## config.mk

```make
export PLATFORM = sky130hd
export DESIGN_NAME = clk_guard_regs
export DESIGN_NICKNAME = d
export VERILOG_FILES = /design/src/rtl/clk_guard_pkg.sv /design/src/rtl/clk_guard_ctrl.sv /design/src/rtl/clk_guard_dp.sv /design/src/rtl/clk_guard_regs.sv
export SDC_FILE = /design/constraint.sdc
export NUM_CORES = 1
export LEC_CHECK = 0
export ABC_AREA = 1
export CORE_ASPECT_RATIO = 1.75
export CORE_UTILIZATION = 41
export CTS_CLUSTER_DIAMETER = 50
export DETAILED_ROUTE_END_ITERATION = 6
export PLACE_DENSITY_LB_ADDON = 0.25
export SLEW_MARGIN = 20
export SYNTH_ARGS = -nofsm -noshare
export SYNTH_HDL_FRONTEND = slang
export SYNTH_SLANG_ARGS = --single-unit
```

## constraint.sdc

```tcl
create_clock -name clk -period 1.21 [get_ports clk]
set_clock_uncertainty 0.2 [all_clocks]
set_input_delay 0.121 -clock clk [delete_from_list [all_inputs] [get_ports clk]]
set_output_delay 0.121 -clock clk [all_outputs]
set_load 0.05 [all_outputs]
```

## src/rtl/clk_guard_pkg.sv

```systemverilog
package clk_guard_pkg;
  localparam int DATA_W    = 8;
  localparam int DIV_MSB   = 7;
  localparam int DIV_LSB   = 6;
  localparam int PRESC_BIT = 5;
  localparam int SRC_BIT   = 2;
  localparam int HI_BIT    = 1;
  localparam int LO_BIT    = 0;

  typedef struct packed {
    logic wrPwr;
    logic wrOpt;
    logic wrPsel;
    logic setViol;
    logic clrViol;
  } guardStrobe_t;
endpackage

```

## src/rtl/clk_guard_ctrl.sv

```systemverilog
module clk_guard_ctrl
  import clk_guard_pkg::*;
#(
  parameter int ADDR_W = 4,
  parameter logic [ADDR_W-1:0] PWR_ADDR  = 'h0,
  parameter logic [ADDR_W-1:0] PSEL_ADDR = 'h1,
  parameter logic [ADDR_W-1:0] OPT_ADDR  = 'h2,
  parameter logic [ADDR_W-1:0] KEY_ADDR  = 'h3,
  parameter logic [ADDR_W-1:0] STAT_ADDR = 'h4,
  parameter logic [DATA_W-1:0] KEY_VALUE = 8'h96
) (
  input  logic              clk,
  input  logic              rst_n,
  input  logic              wrEn,
  input  logic [ADDR_W-1:0] addr,
  input  logic [DATA_W-1:0] wdata,
  output guardStrobe_t      strobe,
  output logic [DATA_W-1:0] keyVal
);
  logic hitPwr, hitOpt, hitPsel, hitKey, hitStat, guardHit, unlocked;

  always_comb begin
    hitPwr   = wrEn && (addr == PWR_ADDR);
    hitOpt   = wrEn && (addr == OPT_ADDR);
    hitPsel  = wrEn && (addr == PSEL_ADDR);
    hitKey   = wrEn && (addr == KEY_ADDR);
    hitStat  = wrEn && (addr == STAT_ADDR);
    guardHit = hitPwr || hitOpt;
    unlocked = (keyVal == KEY_VALUE);

    strobe.wrPwr   = hitPwr && unlocked;
    strobe.wrOpt   = hitOpt && unlocked;
    strobe.wrPsel  = hitPsel;
    strobe.setViol = guardHit && !unlocked;
    strobe.clrViol = hitStat && wdata[0];
  end

  always_ff @(posedge clk) begin
    if (!rst_n) begin
      keyVal <= '0;
    end else if (hitKey) begin
      keyVal <= wdata;
    end else if (guardHit) begin
      keyVal <= '0;
    end
  end
endmodule

```

## src/rtl/clk_guard_dp.sv

```systemverilog
module clk_guard_dp
  import clk_guard_pkg::*;
#(
  parameter int ADDR_W = 4,
  parameter logic [ADDR_W-1:0] PWR_ADDR  = 'h0,
  parameter logic [ADDR_W-1:0] PSEL_ADDR = 'h1,
  parameter logic [ADDR_W-1:0] OPT_ADDR  = 'h2,
  parameter logic [ADDR_W-1:0] KEY_ADDR  = 'h3,
  parameter logic [ADDR_W-1:0] STAT_ADDR = 'h4
) (
  input  logic              clk,
  input  logic              rst_n,
  input  guardStrobe_t      strobe,
  input  logic [ADDR_W-1:0] addr,
  input  logic [DATA_W-1:0] wdata,
  input  logic [DATA_W-1:0] keyVal,
  output logic [DATA_W-1:0] rdata,
  output logic [1:0]        divRatio,
  output logic              prescEn,
  output logic              cpuSrcHigh,
  output logic              oscHiEn,
  output logic              oscLoEn,
  output logic              prescSrcLow,
  output logic [DATA_W-1:0] clkOption,
  output logic              violation
);
  logic [DATA_W-1:0] pwrRead;

  always_ff @(posedge clk) begin
    if (!rst_n) begin
      divRatio   <= 2'b00;
      prescEn    <= 1'b1;
      cpuSrcHigh <= 1'b1;
      oscHiEn    <= 1'b1;
      oscLoEn    <= 1'b1;
    end else if (strobe.wrPwr) begin
      divRatio   <= wdata[DIV_MSB:DIV_LSB];
      prescEn    <= wdata[PRESC_BIT];
      cpuSrcHigh <= wdata[SRC_BIT];
      oscHiEn    <= wdata[HI_BIT];
      oscLoEn    <= wdata[LO_BIT];
    end
  end

  always_ff @(posedge clk) begin
    if (!rst_n) begin
      clkOption <= '0;
    end else if (strobe.wrOpt) begin
      clkOption <= wdata;
    end
  end

  always_ff @(posedge clk) begin
    if (!rst_n) begin
      prescSrcLow <= 1'b0;
    end else if (strobe.wrPsel) begin
      prescSrcLow <= wdata[0];
    end
  end

  always_ff @(posedge clk) begin
    if (!rst_n) begin
      violation <= 1'b0;
    end else if (strobe.setViol) begin
      violation <= 1'b1;
    end else if (strobe.clrViol) begin
      violation <= 1'b0;
    end
  end

  always_comb begin
    pwrRead = '0;
    pwrRead[DIV_MSB:DIV_LSB] = divRatio;
    pwrRead[PRESC_BIT]       = prescEn;
    pwrRead[SRC_BIT]         = cpuSrcHigh;
    pwrRead[HI_BIT]          = oscHiEn;
    pwrRead[LO_BIT]          = oscLoEn;
  end

  always_comb begin
    unique case (addr)
      PWR_ADDR:  rdata = pwrRead;
      PSEL_ADDR: rdata = {{(DATA_W-1){1'b0}}, prescSrcLow};
      OPT_ADDR:  rdata = clkOption;
      KEY_ADDR:  rdata = keyVal;
      STAT_ADDR: rdata = {{(DATA_W-1){1'b0}}, violation};
      default:   rdata = '0;
    endcase
  end
endmodule

```

## src/rtl/clk_guard_regs.sv

```systemverilog
module clk_guard_regs
  import clk_guard_pkg::*;
#(
  parameter int ADDR_W = 4,
  parameter logic [ADDR_W-1:0] PWR_ADDR  = 'h0,
  parameter logic [ADDR_W-1:0] PSEL_ADDR = 'h1,
  parameter logic [ADDR_W-1:0] OPT_ADDR  = 'h2,
  parameter logic [ADDR_W-1:0] KEY_ADDR  = 'h3,
  parameter logic [ADDR_W-1:0] STAT_ADDR = 'h4,
  parameter logic [7:0]        KEY_VALUE = 8'h96
) (
  input  logic              clk,
  input  logic              rst_n,
  input  logic              wrEn,
  input  logic [ADDR_W-1:0] addr,
  input  logic [7:0]        wdata,
  output logic [7:0]        rdata,
  output logic [1:0]        divRatio,
  output logic              prescEn,
  output logic              cpuSrcHigh,
  output logic              oscHiEn,
  output logic              oscLoEn,
  output logic              prescSrcLow,
  output logic [7:0]        clkOption,
  output logic              violation
);
  guardStrobe_t strobe;
  logic [DATA_W-1:0] keyVal;

  clk_guard_ctrl #(
    .ADDR_W(ADDR_W), .PWR_ADDR(PWR_ADDR), .PSEL_ADDR(PSEL_ADDR),
    .OPT_ADDR(OPT_ADDR), .KEY_ADDR(KEY_ADDR), .STAT_ADDR(STAT_ADDR),
    .KEY_VALUE(KEY_VALUE)
  ) ctrl_i (
    .clk(clk), .rst_n(rst_n), .wrEn(wrEn), .addr(addr), .wdata(wdata),
    .strobe(strobe), .keyVal(keyVal)
  );

  clk_guard_dp #(
    .ADDR_W(ADDR_W), .PWR_ADDR(PWR_ADDR), .PSEL_ADDR(PSEL_ADDR),
    .OPT_ADDR(OPT_ADDR), .KEY_ADDR(KEY_ADDR), .STAT_ADDR(STAT_ADDR)
  ) dp_i (
    .clk(clk), .rst_n(rst_n), .strobe(strobe), .addr(addr), .wdata(wdata),
    .keyVal(keyVal), .rdata(rdata), .divRatio(divRatio), .prescEn(prescEn),
    .cpuSrcHigh(cpuSrcHigh), .oscHiEn(oscHiEn), .oscLoEn(oscLoEn),
    .prescSrcLow(prescSrcLow), .clkOption(clkOption), .violation(violation)
  );
endmodule

```

==> summary.md, run 1 <==
| Metric | Value |
|---|---|
| Status | stopped before the end |
| Stop stage | global routing |
| Stop err | [ERROR DPL-0038] Utilization greater than 100%, impossible to legalize |
| Ys Warns | 0 |
| Die Wd | between 40 and 50 um |
| TritonCTS Buffers | 3 |
| Initial cell density of the core | 0.4441 |
| Worst_ep kind | output port |
| Clock buffer depth | 2 |
| Synthesized instance count | 191 |
| GR repair worst EP | rdata[5] |
| Syn Nets | between 200 and 250 |
| Post-synthesis register bit count | 24 |
| CTS root buf | clkbuf_8 |
| CTS Sinks | 24 |
| I/O Buffers | 38 |
| Synth cell types | 15 |
| HPWL after DPL | 3205 um |
| Largest net degree at the start of global routing | 14 |
| Mapped Avg Cell Area | approximately 6.4 sq um |
| # rows | 25 |
| Hold buffers post-CTS | 0 |
| # IOs | 39 |
| Sequential share of the synthesized area | 0.3930 |
| CTS H-tree lvls | 1 |
| Post-Syn Area | approximately 1200 sq um |
| Die H | 74.24 um |
| Placer Congestion | about 0.85 |
per-stage QoR:
stage                     TNS, ns  worst slack (ns)  area, sq um  instances    util
after floorplan            -1.489           -0.3482         1271        191       -
after global placement     -16.69           -0.6135         2171        286  0.7886
after detailed placement   -18.21           -0.6804         2171        286  0.7886
after CTS                  -4.858           -0.3324         2575        303  0.9355
what timing repair did:
action                                  CTS
resized for setup                        89
endpoints found under the hold margin     0
pin swaps                                23
buffers inserted                         14
endpoints found under the setup margin   32
cells by family after synthesis:
family                 after synthesis  synth area share
and+or+nand+nor                    125            0.4545
buffers and inverters               26           0.08086
DFF                                 24            0.3930
AOI/OAI and AO/OA                   16           0.07164
Yosys cell counts:
| cell type | number | share of area |
|---|---|---|
| o211ai_1 | 3 | 0.018 |
| inv_2 | 1 | 0.0031 |
| clkbuf_1 | 2 | 0.0061 |
| inv_1 | 21 | 0.064 |
| nand4_1 | 5 | 0.026 |
| dfxtp_1 | 24 | 0.39 |
| o21ai_0 | 4 | 0.016 |
| nand2_1 | 55 | 0.17 |
| a21oi_1 | 9 | 0.037 |
| nor2_4 | 4 | 0.037 |
| nand3_1 | 31 | 0.13 |
| nor2_2 | 2 | 0.010 |
| clkinv_1 | 1 | 0.0031 |
| buf_2 | 1 | 0.0041 |
| nor2_1 | 28 | 0.086 |
==> inputs of run 2 (changes only) <==
--- a/config.mk
+++ b/config.mk
@@ -6,11 +6,10 @@
 export NUM_CORES = 1
 export LEC_CHECK = 0
 export ABC_AREA = 1
-export CORE_ASPECT_RATIO = 1.75
-export CORE_UTILIZATION = 41
-export CTS_CLUSTER_DIAMETER = 50
+export CORE_AREA = 2 2 63 65
 export DETAILED_ROUTE_END_ITERATION = 6
-export PLACE_DENSITY_LB_ADDON = 0.25
+export DIE_AREA = 0 0 65 67
+export PLACE_DENSITY_LB_ADDON = 0.15
 export SLEW_MARGIN = 20
 export SYNTH_ARGS = -nofsm -noshare
 export SYNTH_HDL_FRONTEND = slang
==> constraint.sdc (replaced) <==
create_clock -name clk -period 1.57 [get_ports clk]
set_clock_uncertainty 0.2 [all_clocks]
set_input_delay 0.157 -clock clk [delete_from_list [all_inputs] [get_ports clk]]
set_output_delay 0.157 -clock clk [all_outputs]
set_load 0.05 [all_outputs]
==> summary.md, run 2 <==
| Metric | Value |
|---|---|
| Status | completed (was stopped before the end) |
| First-pass GRT wire length | ~6400 um |
| DR WL/cell | 12.47 um |
| DR vias/cell | 4.753 |
| TritonCTS Buffers | 3 (unchanged) |
| Arr. time, crit path | about 1.2 ns |
| Total of max-cap violations | 0 |
| # IOs | 39 (unchanged) |
| Area grow syn2layout | 75.54% |
| Reg clk slew, reported paths | approximately 0.090 ns |
| Initial cell density of the core | 0.3390 (was 0.4441) |
| Registers with the most flip-flops | ctrl_i.keyVal x8, dp_i.clkOption x8, dp_i.divRatio x2 |
| Syn Nets | 206 (unchanged) |
| CTS root buf | clkbuf_8 (unchanged) |
| Inserted Diodes | 0 |
| Setup violations, final | 0 |
| Post-place setup slack | -0.3493 ns (was -0.6804 ns) |
| Placed cell count | 290 (was 286) |
| Max IR drop VDD | ~0.39 mV |
| Final Util | 0.5951 |
| Final Non-Filler Cells | 300 |
| Top cells by count, synth | nand2_1, nand3_1, nor2_1, dfxtp_1, inv_1 (unchanged) |
| FFs w/ async S/R, synth | 0 (unchanged) |
| Die H | 67 um (was 74.24 um) |
| Post-Syn Area | 1222 sq um (unchanged) |
| Worst-margin pin slew | between 0.3 and 0.4 ns |
| Fin nets | 269 |
| Power consumption | roughly 1.2 mW |
| Layout cells sized above 1 | 0.3016 |
| Placed Instance Area | 2019 sq um (was 2171 sq um) |
| Number of flops mapped to enable cells by yosys | 0 (unchanged) |
| Ys Warns | 0 (unchanged) |
| CTS Sinks | 24 (unchanged) |
| Final WS setup | around 0.056 ns |
| CP top delay family | flip-flops |
| Post-synthesis register bit count | 24 (unchanged) |
| Placer Congestion | 0.8566 (was 0.8482) |
| Final Hold Viols | 0 |
| HPWL after DPL | 2815 um (was 3205 um) |
| # rows | 22 (was 25) |
| Largest net degree at the start of global routing | 15 |
| Top cells by area, synth | dfxtp_1, nand2_1, nand3_1 (unchanged) |
| Commonest cells after routing, fill and taps aside | nand2_1, nand3_1, nor2_1 |
| Final ANT Viol Nets | 0 |
| Fmax | approximately 660 MHz |
| Post-synth top area share | 0.3930 (unchanged) |
| CP required | ~1.2 ns |
| Worst Path Class, Setup | flip-flop to primary output |
| Synthesized instance count | 191 (unchanged) |
| Pre-antenna DRT Iters | 4 |
| Power Density | 549.7 nW/um^2 |
| I/O Buffers | 38 (unchanged) |
| Period utilisation layout | 0.9640 |
| Crit path buf inv count | 1 |
| Hold buffers post-CTS | 0 (unchanged) |
| Max incr delay on CP | 0.43 ns |
| Slowest stage cell, crit path | dfxtp_1 |
| Yosys top cell by area | dfxtp_1 (unchanged) |
| GRT overflow | 0 |
| Core Region | approximately 3600 sq um |
| Setup crit end kind | primary output |
| DR DRC count | 0 |
| Clock buffer depth | 2 (unchanged) |
| Crit-path cells | nand3_1, o211ai_1, buf_12 |
| Worst hold path class | input port to flip-flop |
| CTS H-tree lvls | 1 (unchanged) |
| Crit Path Max Fanout | 3 |
| Total die area | about 4400 sq um |
| Filler cells | between 300 and 400 |
| Mapped Avg Cell Area | 6.400 sq um (unchanged) |
| Top-count cell post-synth | nand2_1 (unchanged) |
| Routed WL | approximately 3700 um |
| Slew HR | 0.7985 |
| Initial antenna violation count | 0 |
| Final min period | 1.514 ns |
| Die Wd | 65 um (was 43.28 um) |
| Worst Setup Start Kind | flip-flop |
| Vias in the first global route | 1,369 |
| Vias | around 1,400 |
| Slew Viols, Final | 0 |
| Total GRT Usage | 0.1910 |
| Synth cell types | 15 (unchanged) |
| Detailed Route Iter0 Violations | between 90 and 100 |
| Most common cell after layout, fill and taps aside | nand2_1 |
| Lkg Pwr | roughly 0.92 nW |
| Sequential share of the synthesized area | 0.3930 (unchanged) |
| CTS tree | done |
| Clk_lat worst skew | 0.27 ns |
| Post-route cell area | 2146 sq um |
| Ys flop type | dfxtp_1 (unchanged) |
-- run 2: final cells by class --
class / count / area (sq um) / share of cell area
Timing Repair Buffer: 61 / 785.8 / 0.3662
Multi-Input combinational cell: 141 / 685.7 / 0.3195
Sequential cell: 24 / 486.7 / 0.2268
Inverter: 23 / 86.33 / 0.04023
Tap cell: 48 / 60.06 / 0.02799
Clock buffer: 3 / 41.29 / 0.01924
-- run 2: per-stage QoR --
stage | setup TNS [ns] | hold WS [ns]
floorplan | -0.1796 | 0.07772
global placement | -7.103 | 0.2562
detailed placement | -7.804 | 0.2551
CTS | 0 | 0.1553
global route | -0.02096 | 0.2087
finish | 0 | 0.1623
-- run 2: layer usage --
metal / global-route usage / wire [um] / part of all wire
met1: 0.2474 / 1735 / 0.46
met2: 0.3209 / 1774 / 0.47
met3: 0.03378 / 186 / 0.050
met4: 0.06117 / 46 / 0.012
met5: 0 / 0 / 0
-- run 2: logic make-up (layout without fill, tap and decap cells) --
family                 Yosys count  after routing  share of synthesized area
AND/OR/NAND/NOR                125            125                     0.4545
buffers and inverters           26             87                    0.08086
flip-flops                      24             24                     0.3930
AO/OA/AOI/OAI                   16             16                    0.07164
-- run 2: power by group --
part	total (mW)	internal [mW]	leakage [nW]	switching, mW
Clock	0.372	0.172	0.0216	0.200
Sequential	0.615	0.611	0.195	0.00428
Combinational	0.192	0.0908	0.708	0.101
-- run 2: tightest hold or removal path, cell delays in order --
cell	delay, ns
buf_2	0.11
nor2_1	0.07
nand4_1	0.06
nand2_1	0.05
a21oi_1	0.14
-- run 2: final timing paths --
kind,to,from,depth (start not counted),slack [ns]
worst max-delay path,rdata[5],dp_i.clkOption[5],3,0.06
worst min-delay path,dp_i.violation,addr[3],5,0.16
worst max register to register,dp_i.oscLoEn,ctrl_i.keyVal[3],7,0.15
worst min register to register,ctrl_i.keyVal[0],ctrl_i.keyVal[0],2,0.27
-- run 2: what timing repair did --
item / 4_1_cts / 5_1_grt
gates resized for setup: 22 / 13
buffers inserted: 5 / 2
endpoints found under the setup margin: 8 / 13
pin swaps: 6 / 4
Note: power is estimated with default switching activity, not from simulation.
==> inputs of run 3 (changes only) <==
==> constraint.sdc (replaced) <==
create_clock -name clk -period 1.57 [get_ports clk]
set_clock_uncertainty 0.2 [all_clocks]
set_input_delay 0.3925 -clock clk [delete_from_list [all_inputs] [get_ports clk]]
set_output_delay 0.3925 -clock clk [all_outputs]
set_load 0.05 [all_outputs]
==> summary.md, run 3 (synthesis gave the netlist of run 2 again) <==
| Metric | Value |
|---|---|
| Status | finished with violations (was completed) |
| Violated checks | setup timing |
| Final Hold Viols | 0 (unchanged) |
| DR DRC count | 0 (unchanged) |
| Setup crit end kind | primary output (unchanged) |
| Detailed Route Iter0 Violations | 79 (was 91) |
| CTS H-tree lvls | 1 (unchanged) |
| Fin nets | 279 (was 269) |
| # IOs | 39 (unchanged) |
| Reg clk slew, reported paths | 0.08 ns (was 0.09 ns) |
| Crit path buf inv count | 4 (was 1) |
| CTS tree | done (unchanged) |
| Registers with the most flip-flops | ctrl_i.keyVal x8, dp_i.clkOption x8, dp_i.divRatio x2 (unchanged) |
| Commonest cells after routing, fill and taps aside | nand2_1, nor2_1, buf_4 (was nand2_1, nand3_1, nor2_1) |
| Max incr delay on CP | 0.18 ns (was 0.43 ns) |
| Power Density | 534.3 nW/um^2 (was 549.7 nW/um^2) |
| Hold Crit Start | ctrl_i.keyVal[0] (was addr[3]) |
| GRT overflow | 0 (unchanged) |
| Worst hold slack | 0.2657 ns (was 0.1623 ns) |
| Worst hold path class | flip-flop to flip-flop (was input port to flip-flop) |
| Setup violations, final | 8 (was 0) |
| Worst r2r path cells | 8 (was 7) |
| Lkg Pwr | 1.015 nW (was 0.9249 nW) |
| Inserted Diodes | 0 (unchanged) |
| Total of max-cap violations | 0 (unchanged) |
| Layout cells sized above 1 | 0.3650 (was 0.3016) |
| Fmax | 536.7 MHz (was 660.7 MHz) |
| Placed cell count | 295 (was 290) |
| Max IR drop VDD | 0.5837 mV (was 0.3882 mV) |
| Hold Path Cell Cnt | 2 (was 5) |
| Hold buffers post-CTS | 0 (unchanged) |
| Slew Viols, Final | 0 (unchanged) |
| Die Wd | 65 um (unchanged) |
| Pre-antenna DRT Iters | 4 (unchanged) |
| Reg-to-Reg End | dp_i.clkOption[6] (was dp_i.oscLoEn) |
| CTS Sinks | 24 (unchanged) |
| Most common cell after layout, fill and taps aside | nand2_1 (unchanged) |
| Vias | 1,524 (was 1,426) |
| WHS Endpoint | ctrl_i.keyVal[0] (was dp_i.violation) |
| Initial cell density of the core | 0.3390 (unchanged) |
| TNS Setup | -2.184 ns (was 0 ns) |
| Largest net degree at the start of global routing | 15 (unchanged) |
| Reg-to-reg startpoint | ctrl_i.keyVal[4] (was ctrl_i.keyVal[3]) |
| Filler cells | 292 (was 335) |
| Placer Congestion | 0.8525 (was 0.8566) |
| RSZ-0062 raised after global routing | true |
| Final min period | 1.863 ns (was 1.514 ns) |
| Area grow syn2layout | 93.96% (was 75.54%) |
| Clock buffer depth | 2 (unchanged) |
| Worst Setup Start Kind | input port (was flip-flop) |
| Period utilisation layout | 1.187 (was 0.9640) |
| Worst-margin pin slew | 0.2927 ns (was 0.3004 ns) |
| Total die area | 4355 sq um (unchanged) |
| First-pass GRT wire length | 7079 um (was 6403 um) |
| Die H | 67 um (unchanged) |
| Final WS setup | -0.2932 ns (was 0.05650 ns) |
| CP required | 0.98 ns (was 1.21 ns) |
| Initial antenna violation count | 0 (unchanged) |
| I/O Buffers | 38 (unchanged) |
| Register area | 484.2 sq um (was 486.7 sq um) |
| Crit Path Max Fanout | 6 (was 3) |
| Total GRT Usage | 0.2120 (was 0.1910) |
| CP top delay family | buffers and inverters (was flip-flops) |
| Final ANT Viol Nets | 0 (unchanged) |
| HPWL after DPL | 2993 um (was 2815 um) |
| Most used cell, CP | buf_6 |
| Final Util | 0.6575 (was 0.5951) |
| Reg2Reg Setup Slack | 0.16 ns (was 0.15 ns) |
| Crit-path cells | buf_6, nor2_4, buf_6, buf_6, nand3_2, nand3_2, buf_12 (was nand3_1, o211ai_1, buf_12) |
| CTS root buf | clkbuf_8 (unchanged) |
| Area of the multi-input gates | 777.0 sq um (was 685.7 sq um) |
| Arr. time, crit path | 1.27 ns (was 1.16 ns) |
| DR vias/cell | 4.900 (was 4.753) |
| Vias in the first global route | 1,469 (was 1,369) |
| Clk_lat worst skew | 0.27 ns (about the same) |
| Worst Path Class, Setup | input port to primary output (was flip-flop to primary output) |
| Final Non-Filler Cells | 311 (was 300) |
| # rows | 22 (unchanged) |
| TritonCTS Buffers | 3 (unchanged) |
| Core Region | 3606 sq um (unchanged) |
| Slew HR | 0.8040 (was 0.7985) |
| DR WL/cell | 13.61 um (was 12.47 um) |
| Routed WL | 4234 um (was 3742 um) |
| Slowest stage cell, crit path | nor2_4 (was dfxtp_1) |
run 3: what timing repair did:
item,CTS,global route
gates resized for setup,44,21
cloned,1,0
setup endpoints to repair,31,30
pin swaps,14,8
setup buffers,8,3
run 3: layer usage:
metal,GRT usage,wire length (um),vias to the layer above
met3,0.04392,229,10
met4,0.04787,48,0
met1,0.2753,1866,711
li1,-,-,756
met5,0,0,-
met2,0.3595,2090,47
run 3: stage by stage:
stage / power (mW) / cell area, sq um / setup slack, ns
finish: 1.267 / 2371 / -0.2932
global route: 1.330 / 2371 / -0.3357
CTS: 1.264 / 2290 / -0.3432
detailed placement: 0.8089 / 2071 / -0.7639
global placement: 0.8068 / 2071 / -0.7196
floorplan: 0.7006 / 1245 / -0.5220
run 3: worst register-to-register path: cells and delay by family (launching register included):
family / cells / cell delay, ns
DFF: 1 / 0.34
buffers and inverters: 2 / 0.26
and+or+nand+nor: 6 / 0.52
run 3: worst max path at each step:
stage            start       end  slack, ns  cells past startpoint
6_report       addr[2]  rdata[7]      -0.29                      7
5_1_grt        addr[2]  rdata[7]      -0.34                      7
3_3_place_gp   addr[1]  rdata[6]      -0.72                      7
3_5_place_dp   addr[1]  rdata[0]      -0.76                      7
4_1_cts        addr[3]  rdata[5]      -0.34                      7
2_1_floorplan  addr[2]  rdata[5]      -0.52                      3
run 3: layout make-up:
| class | count | area share |
|---|---|---|
| sequential | 24 | 0.2042 |
| inverter | 23 | 0.03852 |
| timing repair buffer | 70 | 0.3810 |
| multi-input combinational | 142 | 0.3277 |
| clock buffer | 4 | 0.02322 |
| tap | 48 | 0.02533 |
run 3: report_power, final:
group,total (mW),leakage (nW),internal [mW],switching (mW)
Combinational,0.228,0.791,0.108,0.120
Sequential,0.616,0.195,0.612,0.00393
Clock,0.423,0.0288,0.224,0.199
Total,1.27,1.01,0.944,0.323
==> inputs of run 4 (changes only) <==
--- a/config.mk
+++ b/config.mk
@@ -6,9 +6,9 @@
 export NUM_CORES = 1
 export LEC_CHECK = 0
 export ABC_AREA = 1
-export CORE_AREA = 2 2 63 65
+export CORE_UTILIZATION = 31
 export DETAILED_ROUTE_END_ITERATION = 6
-export DIE_AREA = 0 0 65 67
+export GPL_ROUTABILITY_DRIVEN = 0
 export PLACE_DENSITY_LB_ADDON = 0.15
 export SLEW_MARGIN = 20
 export SYNTH_ARGS = -nofsm -noshare
==> summary.md, run 4 (synthesis gave the netlist of run 2 again) <==
| Metric | Value |
|---|---|
| Largest net degree at the start of global routing | 15 (unchanged) |
| TritonCTS Buffers | 3 (unchanged) |
| Power Density | 502.7 nW/um^2 (was 534.3 nW/um^2) |
| Fmax | 527.1 MHz (was 536.7 MHz) |
| Commonest cells after routing, fill and taps aside | nand2_1, buf_4, nor2_1 (was nand2_1, nor2_1, buf_4) |
| Setup crit end kind | primary output (unchanged) |
| Die H | 64.80 um (was 67 um) |
| Slew Viols, Final | 0 (unchanged) |
| Initial antenna violation count | 0 (unchanged) |
| Worst Setup Start Kind | input port (unchanged) |
| GRT overflow | 0 (unchanged) |
| Slew HR | 0.7990 (was 0.8040) |
| HPWL after DPL | 3010 um (was 2993 um) |
| Arr. time, crit path | 1.30 ns (was 1.27 ns) |
| Routed WL | 4335 um (was 4234 um) |
| Total of max-cap violations | 0 (unchanged) |
| # IOs | 39 (unchanged) |
| Final min period | 1.897 ns (was 1.863 ns) |
| Period utilisation layout | 1.209 (was 1.187) |
| Final WS setup | -0.3274 ns (was -0.2932 ns) |
| DR DRC count | 0 (unchanged) |
| Setup violations, final | 8 (unchanged) |
| CP required | 0.98 ns (about the same) |
| Worst hold path class | flip-flop to flip-flop (unchanged) |
| DR WL/cell | 13.85 um (was 13.61 um) |
| Total GRT Usage | 0.2111 (was 0.2120) |
| Detailed Route Iter0 Violations | 66 (was 79) |
| Post-route cell area | 2400 sq um (was 2371 sq um) |
| First-pass GRT wire length | 6734 um (was 7079 um) |
| CTS tree | done (unchanged) |
| Violated checks | setup timing (unchanged) |
| Vias in the first global route | 1,498 (was 1,469) |
| Die Wd | 64.80 um (was 65 um) |
| Core Region | 3716 sq um (was 3606 sq um) |
| Registers with the most flip-flops | ctrl_i.keyVal x8, dp_i.clkOption x8, dp_i.divRatio x2 (unchanged) |
| I/O Buffers | 38 (unchanged) |
| Reg clk slew, reported paths | 0.08 ns (about the same) |
| Initial cell density of the core | 0.3290 (was 0.3390) |
| Clk_lat worst skew | 0.26 ns (was 0.27 ns) |
| Placed cell count | 300 (was 295) |
| Area grow syn2layout | 96.32% (was 93.96%) |
| Status | finished with violations (unchanged) |
| Final ANT Viol Nets | 0 (unchanged) |
| Inserted Diodes | 0 (unchanged) |
| Max IR drop VDD | 0.2826 mV (was 0.5837 mV) |
| Layout cells sized above 1 | 0.3811 (was 0.3650) |
| Lkg Pwr | 1.027 nW (was 1.015 nW) |
| Fin nets | 282 (was 279) |
| Crit Path Max Fanout | 5 (was 6) |
| CTS root buf | clkbuf_8 (unchanged) |
| RSZ-0062 raised after global routing | true (unchanged) |
| Filler cells | 346 (was 292) |
| CTS H-tree lvls | 1 (unchanged) |
| # rows | 22 (unchanged) |
| Final Non-Filler Cells | 313 (was 311) |
| Worst-margin pin slew | 0.3002 ns (was 0.2927 ns) |
| Final Hold Viols | 0 (unchanged) |
| CTS Sinks | 24 (unchanged) |
| DR vias/cell | 4.898 (was 4.900) |
| Pre-antenna DRT Iters | 4 (unchanged) |
| Worst hold slack | 0.2722 ns (was 0.2657 ns) |
| Vias | 1,533 (was 1,524) |
| Total die area | 4198 sq um (was 4355 sq um) |
| Final Util | 0.6458 (was 0.6575) |
| Clock buffer depth | 2 (unchanged) |
| Power consumption | 1.206 mW (was 1.267 mW) |
| Worst Path Class, Setup | input port to primary output (unchanged) |
| Most common cell after layout, fill and taps aside | nand2_1 (unchanged) |
| Placed Instance Area | 2108 sq um (was 2071 sq um) |
[run 4: critical path, cell delays in order]
cell	delay, ns
buf_6	0.10
nor2_4	0.18
nand2_4	0.10
o211ai_1	0.30
clkbuf_16	0.23
[run 4: timing repair]
| item | CTS | global route |
|---|---|---|
| pin swaps | 10 | 12 |
| hold buffers | 0 | 0 |
| gates cloned | 1 | 1 |
| buffers inserted | 6 | 2 |
| resized for setup | 39 | 28 |
| endpoints found under the hold margin | 0 | 0 |
| setup endpoints to repair | 32 | 30 |
[run 4: layout make-up]
type,count,area (sq um),area share
clock buffer,3,41.29,0.01721
inverter,23,86.33,0.03597
tap,48,60.06,0.02503
sequential,24,481.7,0.2007
timing repair buffer,73,917.1,0.3822
multi-input combinational,142,813.3,0.3389
[run 4: path summary, 6_finish.rpt]
path / startpoint / end / slack [ns] / cells after the start
hold / removal: ctrl_i.keyVal[0] / ctrl_i.keyVal[0] / 0.27 / 2
hold reg to reg: ctrl_i.keyVal[0] / ctrl_i.keyVal[0] / 0.27 / 2
setup / recovery: addr[2] / rdata[6] / -0.33 / 5
setup reg to reg: ctrl_i.keyVal[1] / dp_i.clkOption[7] / 0.12 / 6
[run 4: per-layer routing]
metal / vias up / routed length [um] / track usage
li1: 767 / - / -
met1: 711 / 1864 / 0.2586
met2: 43 / 2185 / 0.3646
met3: 12 / 159 / 0.02993
met4: 0 / 127 / 0.08889
met5: - / 0 / 0
[run 4: report_power, final]
part	switching [mW]	leakage (nW)	internal, mW
sequential	0.00380	0.194	0.612
clock	0.192	0.0216	0.172
combinational	0.120	0.811	0.107
total	0.316	1.03	0.890
[run 4: per-stage QoR]
step                      setup slack (ns)  TNS, ns
after CTS                          -0.3297   -2.245
after floorplan                    -0.5220   -3.316
after global placement             -0.7468   -16.90
after detailed placement           -0.7755   -17.21
final                              -0.3274   -2.291
after global routing               -0.4014   -2.800
